[src/rtl/instr_seq_pkg.sv]
package instr_seq_pkg;
  typedef enum logic [2:0] {
    ST_IDLE, ST_FETCH, ST_WAIT_MEM, ST_EXECUTE,
    ST_INT_CHECK, ST_INT_SAVE, ST_INT_VECTOR, ST_RESTORE
  } seq_state_e;

  typedef enum logic [2:0] {
    PCS_HOLD, PCS_INC, PCS_JUMP, PCS_RESTORE, PCS_VECTOR
  } pc_sel_e;
endpackage

[src/rtl/instr_seq_fsm.sv]
module instr_seq_fsm
  import instr_seq_pkg::*;
(
  input  logic    clk,
  input  logic    rst_n,
  input  logic    mem_ready,
  input  logic    exec_done,
  input  logic    jump_taken,
  input  logic    ret_int,
  input  logic    irq,
  input  logic    int_en,
  output logic    mem_req,
  output logic    ir_load,
  output logic    exec_busy,
  output logic    irq_ack,
  output logic    ctx_save,
  output logic    ctx_restore,
  output pc_sel_e pc_sel
);
  seq_state_e state_q, state_d;

  always_comb begin
    state_d     = state_q;
    mem_req     = 1'b0;
    ir_load     = 1'b0;
    exec_busy   = 1'b0;
    irq_ack     = 1'b0;
    ctx_save    = 1'b0;
    ctx_restore = 1'b0;
    pc_sel      = PCS_HOLD;
    case (state_q)
      ST_IDLE:     state_d = ST_FETCH;
      ST_FETCH: begin
        mem_req = 1'b1;
        state_d = ST_WAIT_MEM;
      end
      ST_WAIT_MEM: if (mem_ready) begin
        ir_load = 1'b1;
        pc_sel  = PCS_INC;
        state_d = ST_EXECUTE;
      end
      ST_EXECUTE: begin
        exec_busy = 1'b1;
        if (exec_done) begin
          if (ret_int) begin
            state_d = ST_RESTORE;
          end else begin
            if (jump_taken) pc_sel = PCS_JUMP;
            state_d = ST_INT_CHECK;
          end
        end
      end
      ST_RESTORE: begin
        pc_sel      = PCS_RESTORE;
        ctx_restore = 1'b1;
        state_d     = ST_INT_CHECK;
      end
      ST_INT_CHECK: state_d = (irq && int_en) ? ST_INT_SAVE : ST_FETCH;
      ST_INT_SAVE: begin
        ctx_save = 1'b1;
        state_d  = ST_INT_VECTOR;
      end
      ST_INT_VECTOR: begin
        pc_sel  = PCS_VECTOR;
        irq_ack = 1'b1;
        state_d = ST_FETCH;
      end
      default: state_d = ST_IDLE;
    endcase
  end

  always_ff @(posedge clk or negedge rst_n) begin
    if (!rst_n) state_q <= ST_IDLE;
    else        state_q <= state_d;
  end

  assert_req_pulse_R2: assert property (@(posedge clk) disable iff (!rst_n)
    mem_req |=> !mem_req);
  assert_ack_pulse_R7: assert property (@(posedge clk) disable iff (!rst_n)
    irq_ack |=> !irq_ack);
  assert_exec_holds_R5: assert property (@(posedge clk) disable iff (!rst_n)
    (exec_busy && !exec_done) |=> exec_busy);
endmodule

[src/rtl/instr_seq_ctx.sv]
module instr_seq_ctx #(
  parameter int AW = 8
) (
  input  logic          clk,
  input  logic          rst_n,
  input  logic          ctx_save,
  input  logic          ctx_restore,
  input  logic [AW-1:0] pc,
  output logic [AW-1:0] saved_pc,
  output logic          int_en
);
  logic          saved_ie;
  logic          save_en;

  assign save_en = ctx_save;

  always_ff @(posedge clk or negedge rst_n) begin
    if (!rst_n) begin
      saved_pc <= '0;
      saved_ie <= 1'b0;
    end else if (save_en) begin
      saved_pc <= pc;
      saved_ie <= int_en;
    end
  end

  always_ff @(posedge clk or negedge rst_n) begin
    if (!rst_n)           int_en <= 1'b1;
    else if (ctx_save)    int_en <= 1'b0;
    else if (ctx_restore) int_en <= saved_ie;
  end

  assert_save_clears_ie_R7: assert property (@(posedge clk) disable iff (!rst_n)
    ctx_save |=> !int_en);
endmodule

[src/rtl/instr_seq_pc.sv]
module instr_seq_pc
  import instr_seq_pkg::*;
#(
  parameter int          AW        = 8,
  parameter int          IW        = 16,
  parameter logic [AW-1:0] RESET_VEC = '0
) (
  input  logic          clk,
  input  logic          rst_n,
  input  pc_sel_e       pc_sel,
  input  logic          ir_load,
  input  logic [IW-1:0] mem_rdata,
  input  logic [AW-1:0] jump_target,
  input  logic [AW-1:0] saved_pc,
  input  logic [AW-1:0] handler_vec,
  output logic [AW-1:0] pc_q,
  output logic [IW-1:0] ir_q
);
  logic [AW-1:0] pc_d;
  logic          pc_en;

  always_comb begin
    case (pc_sel)
      PCS_INC:     pc_d = pc_q + AW'(1);
      PCS_JUMP:    pc_d = jump_target;
      PCS_RESTORE: pc_d = saved_pc;
      PCS_VECTOR:  pc_d = handler_vec;
      default:     pc_d = pc_q;
    endcase
  end

  assign pc_en = (pc_sel != PCS_HOLD);

  always_ff @(posedge clk or negedge rst_n) begin
    if (!rst_n)     pc_q <= RESET_VEC;
    else if (pc_en) pc_q <= pc_d;
  end

  always_ff @(posedge clk or negedge rst_n) begin
    if (!rst_n)       ir_q <= '0;
    else if (ir_load) ir_q <= mem_rdata;
  end
endmodule

[src/rtl/instr_seq.sv]
module instr_seq
  import instr_seq_pkg::*;
#(
  parameter int            AW        = 8,
  parameter int            IW        = 16,
  parameter logic [AW-1:0] RESET_VEC = 8'h10
) (
  input  logic          clk,
  input  logic          rst_n,
  output logic          mem_req,
  output logic [AW-1:0] mem_addr,
  input  logic          mem_ready,
  input  logic [IW-1:0] mem_rdata,
  output logic [IW-1:0] ir,
  output logic [AW-1:0] pc,
  output logic          exec_busy,
  input  logic          exec_done,
  input  logic          jump_taken,
  input  logic [AW-1:0] jump_target,
  input  logic          ret_int,
  input  logic          irq,
  input  logic [AW-1:0] handler_vec,
  output logic          irq_ack,
  output logic          int_en
);
  pc_sel_e       pc_sel;
  logic          ir_load, ctx_save, ctx_restore;
  logic [AW-1:0] saved_pc;

  instr_seq_fsm u_fsm (
    .clk, .rst_n, .mem_ready, .exec_done, .jump_taken, .ret_int, .irq,
    .int_en, .mem_req, .ir_load, .exec_busy, .irq_ack, .ctx_save,
    .ctx_restore, .pc_sel
  );

  instr_seq_ctx #(.AW(AW)) u_ctx (
    .clk, .rst_n, .ctx_save, .ctx_restore, .pc, .saved_pc, .int_en
  );

  instr_seq_pc #(.AW(AW), .IW(IW), .RESET_VEC(RESET_VEC)) u_pc (
    .clk, .rst_n, .pc_sel, .ir_load, .mem_rdata, .jump_target, .saved_pc,
    .handler_vec, .pc_q(pc), .ir_q(ir)
  );

  assign mem_addr = pc;

  assert_vector_after_ack_R7: assert property (@(posedge clk) disable iff (!rst_n)
    irq_ack |=> (mem_addr == $past(handler_vec)) && mem_req);
  assert_ie_clear_on_ack_R8: assert property (@(posedge clk) disable iff (!rst_n)
    irq_ack |-> !int_en);
  assert_pc_step_R3: assert property (@(posedge clk) disable iff (!rst_n)
    $rose(exec_busy) |-> pc == $past(mem_addr) + AW'(1));
endmodule

[config.mk]
export PLATFORM = sky130hd
export DESIGN_NAME = instr_seq
export DESIGN_NICKNAME = d
export VERILOG_FILES = /design/src/rtl/instr_seq_pkg.sv /design/src/rtl/instr_seq_fsm.sv /design/src/rtl/instr_seq_ctx.sv /design/src/rtl/instr_seq_pc.sv /design/src/rtl/instr_seq.sv
export SDC_FILE = /design/constraint.sdc
export NUM_CORES = 1
export LEC_CHECK = 0
export ABC_AREA = 0
export BUFFER_PORTS_ARGS = -buffer_cell sky130_fd_sc_hd__buf_2
export CAP_MARGIN = 15
export CORE_MARGIN = 4
export CORE_UTILIZATION = 48
export DETAILED_ROUTE_END_ITERATION = 6
export PLACE_DENSITY = 0.89
export SLEW_MARGIN = 0
export SYNTH_ARGS = -nofsm -noshare
export SYNTH_HDL_FRONTEND = slang
export SYNTH_SLANG_ARGS = --single-unit
[constraint.sdc]
create_clock -name clk -period 1.9 [get_ports clk]
set_input_delay 0.095 -clock clk [delete_from_list [all_inputs] [get_ports clk]]
set_output_delay 0.095 -clock clk [all_outputs]
set_load 0.05 [all_outputs]
Word level (Yosys, flattened, before mapping)

Index checks and enable logic that the tools add are counted.

Add/sub/neg operators: 1
Reduce and logical (&&, ||, !) cells: 8
Equal/unequal tests: 13
Muxes and demuxes: 20

Operator list:

| operator                                                        | count |
|---|---|
| 8-bit one-hot mux with 4 select lines                           | 1 |
| 3-bit one-hot mux with 7 select lines                           | 1 |
| 3-bit == test, second input constant                            | 5 |
| 3-bit 2-to-1 mux                                                | 5 |
| 3-bit by 2-bit == test with 1-bit output, second input constant | 4 |
| 3-bit one-hot mux with 4 select lines                           | 1 |
| 1-bit 2-to-1 mux                                                | 10 |
| 8-bit by 1-bit adder with 8-bit output, second input constant   | 1 |
| 3-bit by 1-bit == test with 1-bit output, second input constant | 2 |
| 2-bit 2-to-1 mux                                                | 2 |
| 2-bit inequality test, second input constant                    | 2 |
| 2-bit AND reduction                                             | 2 |
| 4-bit nonzero test                                              | 1 |
| 3-bit zero test                                                 | 1 |
| 3-bit nonzero test                                              | 1 |
| 2-bit nonzero test                                              | 1 |
| 2-bit OR reduction                                              | 1 |
| 1-bit logical AND                                               | 1 |

Bits in registers: 37
Output and inout bits: 36
Logic and storage cells: 48
Input port bits: 39

Longest topological paths before layout

Gate-level depths: netlist of run 1.

Word-level depth: 7
Depth in mapped cells: 7
Mapped depth without buffers: 6

Hierarchy

Synthesis of run 1 repeated with hierarchy kept, for this count alone.

Cell total of the unflattened synthesis: 183
Area, all modules: 2024.4 um^2

Modules (own cells, without submodules):

| module        | instances | area each (um^2) | cells an instance | sequential area each (um^2) |
|---|---|---|---|---|
| instr_seq_pc  | 1         | 1331.3           | 124               | 601.8 |
| instr_seq_ctx | 1         | 411.6            | 22                | 251.5 |
| instr_seq_fsm | 1         | 221.5            | 29                | 75.1 |
| instr_seq     | 1         | 60.1             | 8                 | 0.0 |

Least setup slack after synthesis of run 1

Ideal clock, no wire load.

Path type: register to register
Start: register u_fsm.state_q[0]
End: register u_pc.pc_q[5]
Path slack: 64 ps
Clock period less this slack: 1836 ps
Library setup time: 126 ps
Data arrival time: 1711 ps
Stages on the path, launching flop included: 7
Cell sequence: dfrtp_1 buf_2 nand2_1 nor2_1 nand3_1 o221ai_1 a21oi_1

Word-level cells in the longest chain between the ends: 5
Elaborated cells on any way between the ends: 13

RTL lines:

| item                                                                      | RTL line            | source |
|---|---|---|
| from (decl)                                                               | instr_seq_fsm.sv:20 | `seq_state_e state_q, state_d;` |
| from (signal assigned)                                                    | instr_seq_fsm.sv:74 | `else state_q <= state_d;` |
| 3-bit == test or 3-bit by 2-bit == test with 1-bit output (tied branches) | instr_seq_fsm.sv:31 | `case (state_q)` |
| 3-bit one-hot mux with 4 select lines *                                   | instr_seq_fsm.sv:31 |  |
| 3-bit by 1-bit == test with 1-bit output (tied with other cells)          | instr_seq_pc.sv:23  | `case (pc_sel)` |
| 4-bit nonzero test (no line)                                              | --                  |  |
| 2-bit AND reduction (no line)                                             | --                  |  |
| to (signal assigned)                                                      | instr_seq_pc.sv:36  | `else if (pc_en) pc_q <= pc_d;` |
| to (decl)                                                                 | instr_seq_pc.sv:16  | `output logic [AW-1:0] pc_q,` |

Every way passes the cells marked *; elsewhere a longest branch is shown, timed or not.
A chain may end at the register's enable or synchronous reset.

Worst setup path in the final report of run 1

Start: register u_fsm.state_q[2]
End: register u_pc.pc_q[6]

The elaborated chain is that of the path after synthesis.

==> metrics.csv, run 1 <==
metric,value,unit
Worst-Skew Late Latency,290,ps
Final Hold Fails,0,
RSZ-0062 raised after global routing,no,
post-synthesis sequential element count,37,
# diodes,0,
io pins,75,
WP buf/inv,1,
Final nets,288,
f_max,0.5831,GHz
Tmin final,1715,ps
area grow syn2layout,24.24,%
Ys Warns,0,
clock root cell,clkbuf_8,
endpoints failing setup,0,
required time of the critical path,2040,ps
Slew headroom,47.88,%
Setup Skew,7.347,ps
fin crit share,90.27,%
asr flop ratio synth,100.0,%
share of cells above drive strength 1,47.39,%
Worst Path Arrival,1860,ps
Residual DRC,0,
GRT Residual Overflow,0,
worst hold margin,28.64,ps
Post-Synthesis Cells,179,
"Top FF cell, synth",dfrtp_1,
postcts setup bufs,0,
initial antenna violation count,0,
chip width,71.42,um
Initial Util,51.19,%
Syn Area/Cell,10.79,um^2
placed cells,288,
I/O Buffers,74,
num rows,22,
DR iter-0 viols,150,
Syn Std Cell Area,1931,um^2
wire length per cell,15.91,um
CTS H-tree lvls,2,
post-DR vias/cell,5.401,
Max Cap Violations,0,
Mapped Nets,219,
TritonCTS clock tree,done,
Die Ht,71.42,um
Setup TNS,0,ps
core area,3771,um^2
crit path kind,reg -> reg,
cells along the critical path,buf_4 > o21ai_0 > nand2_1 > a21oi_1 > a41oi_1,
Post-DP HPWL,3577,um
first-pass GRT wire length,7707,um
worst hold path class,in -> reg,
CP Capture Type,flip-flop,
CP peak stage delay,480,ps
fin cells,297,
die footprint,5101,um^2
crit start category,flip-flop,
RD Place Congestion,0.8425,
largest net degree at the start of global routing,38,
maximum buffer depth of the clock tree,2,
"CP delay by family, top",compound AO/OA/AOI/OAI gates,
routed wire length,4725,um
Via Count,1604,
number of CTS-inserted buffers,5,
Worst Max-Slew Pin Slew,781.8,ps
library cells used by synthesis,35,
vias in the first global route,1588,
status,"finished, final reports clean",
drt pass-1 iters,4,
"Slowest-stage cell, CP",dfrtp_1,
"antenna viol nets, final",0,
CTS sink count,37,
"Reg clk slew, reported paths",80,ps
Slew Limit Fails,0,
worst-path maximum fanout,11,
GRT Total Usage,19.48,%
Post-synth EDFFs,0,
"Seq/Total Area, Yosys",48.09,%
[layout make-up]
| type | instances | area, um^2 |
|---|---|---|
| Clock buffer | 6 | 72.57 |
| Sequential cell | 37 | 929.6 |
| Fill cell | 289 | 1373 |
| Multi-Input combinational cell | 119 | 855.8 |
| Timing Repair Buffer | 79 | 422.9 |
| Clock inverter | 2 | 35.03 |
| Tap cell | 48 | 60.06 |
| Inverter | 6 | 22.52 |
[synth_stat cells (all sizes together), types with 2 or more instances]
| cell type | count | share of area [%] |
|---|---|---|
| o21ai | 14 | 3.8 |
| nand2b | 4 | 1.3 |
| nor2 | 11 | 2.1 |
| mux2 | 26 | 17 |
| o2bb2ai | 2 | 0.91 |
| a21oi | 15 | 3.9 |
| nand3 | 4 | 1.0 |
| a41oi | 2 | 0.91 |
| dfrtp | 35 | 45 |
| mux2i | 3 | 1.6 |
| inv | 6 | 1.2 |
| dfstp | 2 | 2.7 |
| a221oi | 2 | 0.91 |
| o22ai | 2 | 0.65 |
| nor2b | 2 | 0.78 |
| nand2 | 19 | 3.8 |
| buf | 17 | 6.4 |
| and3 | 2 | 0.65 |
[state kept, by name (all words and copies together) (netlist names)]
| name | flops |
|---|---|
| u_ctx.saved_ie | 1 |
| u_fsm.state_q | 3 |
| u_pc.ir_q | 16 |
| u_ctx.saved_pc | 8 |
| u_pc.pc_q | 8 |
| u_ctx.int_en | 1 |
[logic make-up after synthesis]
logic type	after synthesis	synth area share (%)
AO/OA/AOI/OAI	42	13.29
multiplexers	29	18.66
adder cells (fa/ha/maj)	1	0.6480
buffers and inverters	23	7.583
AND/OR/NAND/NOR	47	11.73
flip-flops	37	48.09
[path summary, 6_finish.rpt]
kind / startpoint / to / slack [ps] / depth (start not counted)
hold reg to reg: u_ctx.saved_pc[0] / u_ctx.saved_pc[0] / 490 / 2
setup / recovery: u_fsm.state_q[2] / u_pc.pc_q[6] / 180 / 5
min in group asynchronous: rst_n / u_pc.ir_q[2] / 420 / 2
max in group asynchronous: rst_n / u_fsm.state_q[1] / 940 / 2
hold / removal: mem_rdata[5] / u_pc.ir_q[5] / 30 / 2
setup reg to reg: u_fsm.state_q[2] / u_pc.pc_q[6] / 180 / 5
[layer usage]
layer | track usage [%] | vias to the layer above | wire length (um)
li1 | - | 757 | -
met1 | 23.71 | 766 | 1834
met2 | 32.35 | 66 | 2439
met3 | 4.909 | 15 | 323
met4 | 8.977 | 0 | 128
met5 | 0 | - | 0
[stage by stage]
stage / area (um^2) / setup WS [ps] / util, %
floorplan: 1931 / 63.54 / -
global placement: 2280 / 368.2 / 60.45
detailed placement: 2280 / 260.1 / 60.45
CTS: 2397 / 174.4 / 63.57
global route: 2399 / 72.04 / 63.60
finish: 2399 / 185.0 / 63.60
[placed cells by master (no fill, tap or decap), types with 4 or more instances in the layout]
cell,n
nand3_1,4
o21ai_0,13
clkbuf_8,5
mux2_2,16
inv_1,6
mux2_4,10
nor2_1,11
dfrtp_1,34
nand2b_1,4
nand2_1,18
a21oi_1,15
buf_2,74
[what timing repair did]
item	4_1_cts	5_1_grt
hold buffers	1	0
gates resized for setup	0	1
hold endpoints to repair	35	0
endpoints found under the setup margin	0	1
Power of run 1 is not shown: default switching activity piles up to over one toggle a cycle in this logic, so the estimate is an artifact.
==> run 2: changes to the inputs <==
CELL_PAD_IN_SITES_DETAIL_PLACEMENT = 0   (was default)
CELL_PAD_IN_SITES_GLOBAL_PLACEMENT = 1   (was default)
CORE_UTILIZATION = 36   (was 48)
REMOVE_ABC_BUFFERS = 1   (was default)
==> run 2 against run 1 <==
  * Fmax up 0.84%
  * Design area down 0.37%
  * Count of clock-buffer cells in the layout unchanged
  * Non-clock buffer count unchanged
  * Cell count up 7.4%
  * Largest cell class unchanged
==> metrics.csv, run 2 (synthesis results as in run 1) <==
metric,value,unit,change
"antenna viol nets, final",0,,unchanged
Worst Max-Slew Pin Slew,830.3,ps,+48.50 ps
f_max,0.5879,GHz,+0.84%
"commonest non-fill, non-tap cell in the layout",buf_2,,
die footprint,6598,um^2,+29%
crit start category,flip-flop,,
chip width,81.23,um,+14%
largest net degree at the start of global routing,38,,unchanged
required time of the critical path,1800,ps,-240 ps
Final nets,288,,unchanged
# diodes,0,,unchanged
CP Capture Type,output port,,
post-DR vias/cell,4.840,,-10%
Slew Limit Fails,0,,unchanged
GRT Residual Overflow,0,,unchanged
Worst-Skew Late Latency,280,ps,about the same
"Reg clk slew, reported paths",80,ps,about the same
area grow syn2layout,23.78,%,
Tmin final,1701,ps,-14.21 ps
Fillers,528,,+83%
Initial Util,37.56,%,-14 points
placed cells,310,,+7.6%
TritonCTS clock tree,done,,
vias in the first global route,1524,,-4.0%
worst-path maximum fanout,16,,+5
maximum buffer depth of the clock tree,2,,unchanged
initial antenna violation count,0,,unchanged
drt pass-1 iters,5,,+1
routed wire length,4615,um,-2.3%
Worst Path Arrival,1610,ps,-250 ps
I/O Buffers,74,,unchanged
Post-DP HPWL,3522,um,-1.5%
number of CTS-inserted buffers,5,,unchanged
DR iter-0 viols,127,,-15%
endpoints failing setup,0,,unchanged
Die Ht,81.23,um,+14%
io pins,75,,unchanged
Via Count,1544,,-3.7%
"commonest non-fill, non-tap cells in the layout","74 x buf_2, 35 x dfrtp_1, 17 x nand2_1",,
worst hold path class,in -> reg,,
RD Place Congestion,0.8419,,about the same
fin crit share,89.52,%,-0.75 points
status,"finished, final reports clean",,
crit path kind,reg -> out,,
num rows,26,,+18%
Top Registers,"u_pc.ir_q: 16 flops, u_ctx.saved_pc: 8 flops, u_pc.pc_q: 8 flops",,
CTS sink count,37,,unchanged
postcts setup bufs,0,,unchanged
Residual DRC,0,,unchanged
Final Hold Fails,0,,unchanged
core area,5140,um^2,+36%
final core utilization,46.49,%,-17 points
first-pass GRT wire length,7245,um,-6.0%
wire length per cell,14.47,um,-9.1%
Slew headroom,44.64,%,-3.2 points
Setup Skew,6.517,ps,-0.8303 ps
Largest register FFs,16,,unchanged
Max Cap Violations,0,,unchanged
GRT Total Usage,14.52,%,-5.0 points
fin cells,319,,+7.4%
CTS H-tree lvls,2,,unchanged
share of cells above drive strength 1,47.39,%,unchanged
Place WS,232.7,ps,-27.40 ps
Top reg by flops,u_pc.ir_q,,
Final Worst Setup Slack,199.2,ps,+14.21 ps
RSZ-0062 raised after global routing,no,,
clock root cell,clkbuf_8,,
[run 2: changes by cell type in the layout (fill, tap and decap cells not counted)]
cell | before | now
dfrtp_2 | 1 | 0
clkinv_2 | 1 | 2
dfrtp_1 | 34 | 35
buf_4 | 3 | 4
bufinv_16 | 1 | 0
nand2_2 | 1 | 2
nand2_1 | 18 | 17
buf_12 | 1 | 0
[run 2: repair_timing]
action,4_1_cts,5_1_grt
gates resized for setup,0,1
setup endpoints to repair,0,1
hold endpoints to repair,35,0
hold buffers,1,0
[run 2: worst paths after layout]
check / start / slack (ps) / cells after the start / to
hold reg to reg: u_ctx.saved_pc[3] / 500 / 2 / u_ctx.saved_pc[3]
max in group asynchronous: rst_n / 920 / 2 / u_ctx.saved_pc[0]
hold / removal: mem_rdata[10] / 30 / 2 / u_pc.ir_q[10]
setup reg to reg: u_fsm.state_q[0] / 240 / 6 / u_pc.pc_q[3]
min in group asynchronous: rst_n / 460 / 2 / u_pc.ir_q[13]
setup / recovery: u_fsm.state_q[1] / 200 / 3 / irq_ack
[run 2: per-layer routing]
layer	vias up	track usage, %	share of wire, %
met5	-	0	0
met4	0	6.588	2.2
met3	8	3.104	5.1
met2	41	24.55	50
met1	740	17.68	43
li1	755	-	-
[run 2: area by class of cell]
type,count,area [um^2],share of cell area (%)
clock buffers,6,72.57,3.037
multi-input cells,119,858.3,35.92
well taps,70,87.58,3.665
repair buffers,79,410.4,17.17
clock inverters,2,10.01,0.4188
inverters,6,22.52,0.9424
flip-flops and latches,37,928.4,38.85
[run 2: critical path, stage by stage (launching register included)]
cell and delay [ps]:
dfrtp_1 650, nand2_1 260, nor2_1 140, buf_2 270
[run 2: metrics by stage]
step                cell area (um^2)  hold WS (ps)  TNS (ps)
floorplan                       1807        -200.6    -483.4
global placement                2295         243.3         0
detailed placement              2295         246.2         0
CTS                             2387         28.36         0
global route                    2390         25.52         0
finish                          2390         34.38         0
Power of run 2 is left out for the same reason.
